===== config.mk =====
export PLATFORM = sky130hd
export DESIGN_NAME = ivring_writer
export DESIGN_NICKNAME = d
export VERILOG_FILES = /design/src/rtl/ivring_writer.sv
export SDC_FILE = /design/constraint.sdc
export NUM_CORES = 1
export LEC_CHECK = 0
export ABC_AREA = 0
export BUFFER_PORTS_ARGS = -buffer_cell sky130_fd_sc_hd__buf_4
export CAP_MARGIN = 20
export CORE_ASPECT_RATIO = 2
export CORE_UTILIZATION = 51
export CTS_CLUSTER_DIAMETER = 150
export CTS_CLUSTER_SIZE = 30
export DETAILED_ROUTE_END_ITERATION = 8
export GPL_TIMING_DRIVEN = 0
export PLACE_DENSITY = 0.78
export REMOVE_ABC_BUFFERS = 1
export SETUP_SLACK_MARGIN = 0.15
export SKIP_CTS_REPAIR_TIMING = 1
export SYNTH_ARGS = -nofsm -noshare
export SYNTH_HDL_FRONTEND = slang
export SYNTH_SLANG_ARGS = --single-unit

===== constraint.sdc =====
create_clock -name clk -period 2.8 [get_ports clk]
set_input_delay 0.56 -clock clk [delete_from_list [all_inputs] [get_ports clk]]
set_output_delay 0.56 -clock clk [all_outputs]
set_load 0.02 [all_outputs]

===== src/rtl/ivring_writer.sv =====
`timescale 1ns/1ps
module ivring_writer #(
  parameter int MAX_LOG2W = 14
) (
  input  logic        clk,
  input  logic        rst_n,
  input  logic        ev_valid,
  output logic        ev_ready,
  input  logic [7:0]  ev_src,
  input  logic [27:0] ev_data,
  input  logic [7:0]  ev_ring,
  input  logic [7:0]  ev_vm,
  input  logic [15:0] ev_pasid,
  input  logic        reg_wr,
  input  logic [2:0]  reg_addr,
  input  logic [31:0] reg_wdata,
  output logic [31:0] reg_rdata,
  output logic        mem_valid,
  input  logic        mem_ready,
  output logic [39:0] mem_addr,
  output logic [31:0] mem_wdata,
  output logic        irq,
  output logic        pending,
  output logic        busy
);
  localparam int PW = MAX_LOG2W + 2;

  typedef enum logic [1:0] {IDLE, VEC, WB} st_t;

  logic          ring_en, irq_en, ovf_en, wb_en, rearm_en;
  logic [4:0]    size_q, sz;
  logic [31:0]   base_q, wblo_q;
  logic [7:0]    wbhi_q;
  logic [PW-1:0] wptr_q, rptr_q, mask, next_wptr, wr_ptr_val;
  logic          ovf_q, irq_q;
  st_t           st;
  logic [1:0]    widx;
  logic [7:0]    src_q;
  logic [27:0]   data_q;
  logic [31:0]   w2_q, wval;
  logic          accept, beat, last_vec, done, rearm_hit;

  assign sz         = (size_q > 5'(MAX_LOG2W)) ? 5'(MAX_LOG2W) : size_q;
  assign mask       = {PW{1'b1}} >> (PW - 2 - int'(sz));
  assign next_wptr  = (wptr_q + PW'(16)) & mask;
  assign wr_ptr_val = reg_wdata[PW-1:0] & mask & ~PW'(15);
  assign wval       = 32'(wptr_q) | 32'(ovf_q);

  assign ev_ready  = ring_en && (st == IDLE);
  assign accept    = ev_valid && ev_ready;
  assign mem_valid = (st != IDLE);
  assign beat      = mem_valid && mem_ready;
  assign last_vec  = beat && (st == VEC) && (widx == 2'd3);
  assign done      = (last_vec && !wb_en) || (beat && st == WB);
  assign rearm_hit = reg_wr && (reg_addr == 3'd2) && rearm_en && irq_en &&
                     (wr_ptr_val != wptr_q);

  assign busy    = (st != IDLE);
  assign pending = ring_en && (rptr_q != wptr_q);
  assign irq     = irq_q;

  assign mem_addr = (st == WB) ? {wbhi_q, wblo_q}
                  : {base_q, 8'h00} + 40'(wptr_q) + 40'({widx, 2'b00});

  always_comb begin
    if (st == WB) mem_wdata = wval;
    else begin
      case (widx)
        2'd0:    mem_wdata = {24'h0, src_q};
        2'd1:    mem_wdata = {4'h0, data_q};
        2'd2:    mem_wdata = w2_q;
        default: mem_wdata = 32'h0;
      endcase
    end
  end

  always_comb begin
    case (reg_addr)
      3'd0:    reg_rdata = {19'h0, size_q, 3'b000, rearm_en, wb_en, ovf_en, irq_en, ring_en};
      3'd1:    reg_rdata = base_q;
      3'd2:    reg_rdata = 32'(rptr_q);
      3'd3:    reg_rdata = wval;
      3'd4:    reg_rdata = wblo_q;
      3'd5:    reg_rdata = {24'h0, wbhi_q};
      default: reg_rdata = 32'h0;
    endcase
  end

  always_ff @(posedge clk or negedge rst_n) begin
    if (!rst_n) begin
      {ring_en, irq_en, ovf_en, wb_en, rearm_en} <= '0;
      size_q <= '0;
      base_q <= '0;
      wblo_q <= '0;
      wbhi_q <= '0;
      wptr_q <= '0;
      rptr_q <= '0;
      ovf_q  <= 1'b0;
      irq_q  <= 1'b0;
      st     <= IDLE;
      widx   <= '0;
      src_q  <= '0;
      data_q <= '0;
      w2_q   <= '0;
    end else begin
      irq_q <= (done && irq_en) || rearm_hit;
      if (reg_wr) begin
        case (reg_addr)
          3'd0: begin
            {rearm_en, wb_en, ovf_en, irq_en, ring_en} <= reg_wdata[4:0];
            size_q <= reg_wdata[12:8];
            if (reg_wdata[5]) ovf_q <= 1'b0;
          end
          3'd1: base_q <= reg_wdata;
          3'd2: rptr_q <= wr_ptr_val;
          3'd3: if (!ring_en) wptr_q <= wr_ptr_val;
          3'd4: wblo_q <= reg_wdata;
          3'd5: wbhi_q <= reg_wdata[7:0];
          default: ;
        endcase
      end
      case (st)
        IDLE: if (accept) begin
          src_q  <= ev_src;
          data_q <= ev_data;
          w2_q   <= {ev_pasid, ev_vm, ev_ring};
          widx   <= 2'd0;
          st     <= VEC;
        end
        VEC: if (beat) begin
          widx <= widx + 2'd1;
          if (widx == 2'd3) begin
            wptr_q <= next_wptr;
            if (ovf_en && next_wptr == rptr_q) ovf_q <= 1'b1;
            st <= wb_en ? WB : IDLE;
          end
        end
        WB: if (beat) st <= IDLE;
        default: st <= IDLE;
      endcase
    end
  end
endmodule


==> summary.md <==
| Metric | Value |
|---|---|
| Run status | complete, but fails checks |
| Failing checks | negative setup slack |
| Max Cap Viol | 0 |
| Fill cell count | 1528 |
| RSZ-0062 raised after global routing | yes |
| IO buf count | 216 |
| Initial antenna violation count | 0 |
| Number of global-route vias before repair | 9753 |
| CP max stage cell | dfrtp_2 |
| Worst path max stage delay | 470 ps |
| Cell taking the most area after synthesis | dfrtp_1 |
| Data arrival, critical path | 3210 ps |
| Skew-Pair Late Insertion Delay | 460 ps |
| Root buf cell | clkbuf_16 |
| Area taken by multi-input logic gates | 0.00663 mm^2 |
| TritonCTS clock tree | yes |
| Core footprint | 0.0210 mm^2 |
| GRT Total Usage | 32.7% |
| RePlAce Congestion | 1.00 |
| Worst min-delay path class | in2async |
| Fmax | 265 MHz |
| Crit Path Category | reg2out |
| Crit Path Max Fanout | 8 |
| Post-route minimum period | 3770 ps |
| Cts bufs inserted | 17 |
| Die width | 106 um |
| Initial Utilization | 52.3% |
| CP Cell Sequence | ha_4 -> inv_2 -> fa_2 -> and2b_2 -> a31o_4 -> a221oi_4 -> o211a_4 -> nor4_4 -> xnor2_2 -> o21ai_1 -> buf_4 |
| Mapped Area | 0.0110 mm^2 |
| Setup crit end kind | output pin |
| Least-Margin Pin Slew | 1110 ps |
| CTS Sinks | 184 |
| Top cells by area, synth | dfrtp_1 (42%), mux2_2 (16%), o21ai_0 (3.9%) |
| Most common cell in the synthesized netlist | dfrtp_1 |
| EDFF count, synth | 0 |
| Grt ovf | 0 |
| Power Density | 1020 mW/mm^2 |
| Layout cells sized above 1 | 46.4% |
| FFs w/ async S/R, synth | 100% |
| IO Count | 217 |
| Post-detail-place hpwl | 26200 um |
| Post-DP Area | 0.0128 mm^2 |
| DRT Pass-1 Iters | 7 |
| Final Max Slew Viols | 0 |
| Vias/cell | 6.33 |
| Setup violations, final | 33 |
| CP required | 2240 ps |
| Mean Syn Cell Area | 10.0 um^2 |
| Synth warn | 0 |
| Tcrit/Tclk final | 135% |
| Die ar. | 0.0222 mm^2 |
| ANT cells | 0 |
| Non-Filler Instances | 1628 |
| Fin Setup TNS | -21520 ps |
| Most instantiated cells after synthesis | dfrtp_1 (184), mux2_2 (154), nand2_1 (112) |
| Clock transition at path regs | 70 ps |
| Peak VDD IR | 0.588 mV |
| CP Launch Type | flip-flop |
| Pleak | 6.40 nW |
| Yosys cell types | 72 |
| NumNets Final | 1472 |
| Worst setup margin | -967 ps |
| Die H | 210 um |
| Synth-to-Final Area Change | 34.9% |
| Vias | 10300 |
| Register area | 0.00463 mm^2 |
| Hold Violations, Final | 0 |
| H-tree levels | 4 |
| Site row count | 75 |
| Routed wire length | 40100 um |
| Area share of the largest cell type after synthesis | 41.9% |
| Dpl ws | -957 ps |
| First-pass GRT wire length | 54000 um |
| DRC | 0 |
| Max-slew headroom | 25.6% |
| Placed Cells | 1511 |
| Clk_skew | 7.16 ps |
| Ys flop type | dfrtp_1 |
| Final instance area | 0.0148 mm^2 |
| Register area share after synthesis | 41.9% |
| WL/cell | 24.6 um |
| Post-synthesis register bit count | 184 |
| Largest net degree at the start of global routing | 101 |
| Final ANT Viol Nets | 0 |
| Detailed router's first-iteration violation count | 918 |
| Maximum clock path buffer count | 2 |
| Synth Instances | 1096 |
==> power by group <==
part / switching, mW / total, mW / internal [mW] / leakage [nW]
clock network: 1.12 / 2.56 / 1.44 / 0.290
registers: 1.04 / 4.64 / 3.59 / 2.21
logic: 4.18 / 7.93 / 3.75 / 3.90
total: 6.35 / 15.1 / 8.78 / 6.40
==> worst paths after layout <==
check / from / to / slack (ps) / depth (start not counted)
worst min register to register: w2_q[30] / w2_q[30] / 500 / 1
worst min-delay path: rst_n / w2_q[3] / 110 / 1
worst max register to register: size_q[4] / ovf_q / -10 / 10
min in group clk: ev_pasid[15] / w2_q[31] / 330 / 2
worst max-delay path: wptr_q[2] / mem_addr[28] / -970 / 11
max in group asynchronous: rst_n / wptr_q[13] / 1660 / 2
==> state kept, by name, indices dropped and copies added, names as in the netlist <==
register,count
ovf_en,1
wbhi_q,8
irq_en,1
wblo_q,32
src_q,8
base_q,32
size_q,5
widx,2
rearm_en,1
data_q,28
rptr_q,12
w2_q,32
wptr_q,16
ring_en,1
wb_en,1
ovf_q,1
irq,1
st,2
==> layout by cell type, fill, tap and decap left out, types with 19 or more instances in the layout <==
cell         n
a21oi_1     33
a22oi_1     31
buf_4      281
clkbuf_16   19
dfrtp_1    160
dfrtp_2     24
mux2_2     154
nand2_1    110
nor2_1      61
o21ai_0     62
o21ai_1     26
xnor2_1     31
xor2_1      30
==> through the flow <==
stage,hold slack [ps],util (%),power [mW]
CTS,122,63.8,13.4
floorplan,264,-,8.21
global placement,483,59.9,10.6
finish,106,70.5,15.1
detailed placement,488,60.9,10.9
global route,156,70.5,15.7
==> kinds of logic after synthesis <==
logic type / after synthesis / synth area share (%)
adder cells (fa/ha/maj): 17 / 2.00
multiplexers: 171 / 17.9
AND/OR/NAND/NOR: 304 / 13.8
flip-flops: 184 / 41.9
buffers and inverters: 98 / 3.81
XOR/XNOR: 73 / 5.82
AO/OA/AOI/OAI: 249 / 14.8
==> per-layer routing <==
| metal | global-route usage [%] | vias up | routed length [um] |
|---|---|---|---|
| met5 | 0 | - | 0 |
| met4 | 25.7 | 0 | 3150 |
| met3 | 4.88 | 193 | 2410 |
| met2 | 58.7 | 574 | 21400 |
| met1 | 33.2 | 5093 | 13200 |
| li1 | - | 4453 | - |
==> cell type report <==
cell class	instances	share of cell area [%]
clock buffers	19	2.99
clock inverters	12	1.12
inverters	19	0.515
multi-input cells	815	44.7
flip-flops and latches	184	31.3
well taps	269	2.27
repair buffers	310	17.2
==> worst max-delay path: cells and delay by family (launching register included) <==
| kind | cells | cell delay [ps] |
|---|---|---|
| simple gates | 2 | 350 |
| fa+ha+maj | 2 | 440 |
| xor+xnor | 1 | 250 |
| buf+inv | 2 | 210 |
| compound gates | 4 | 1030 |
| flops | 1 | 470 |
(Power assumes the default switching activity.)
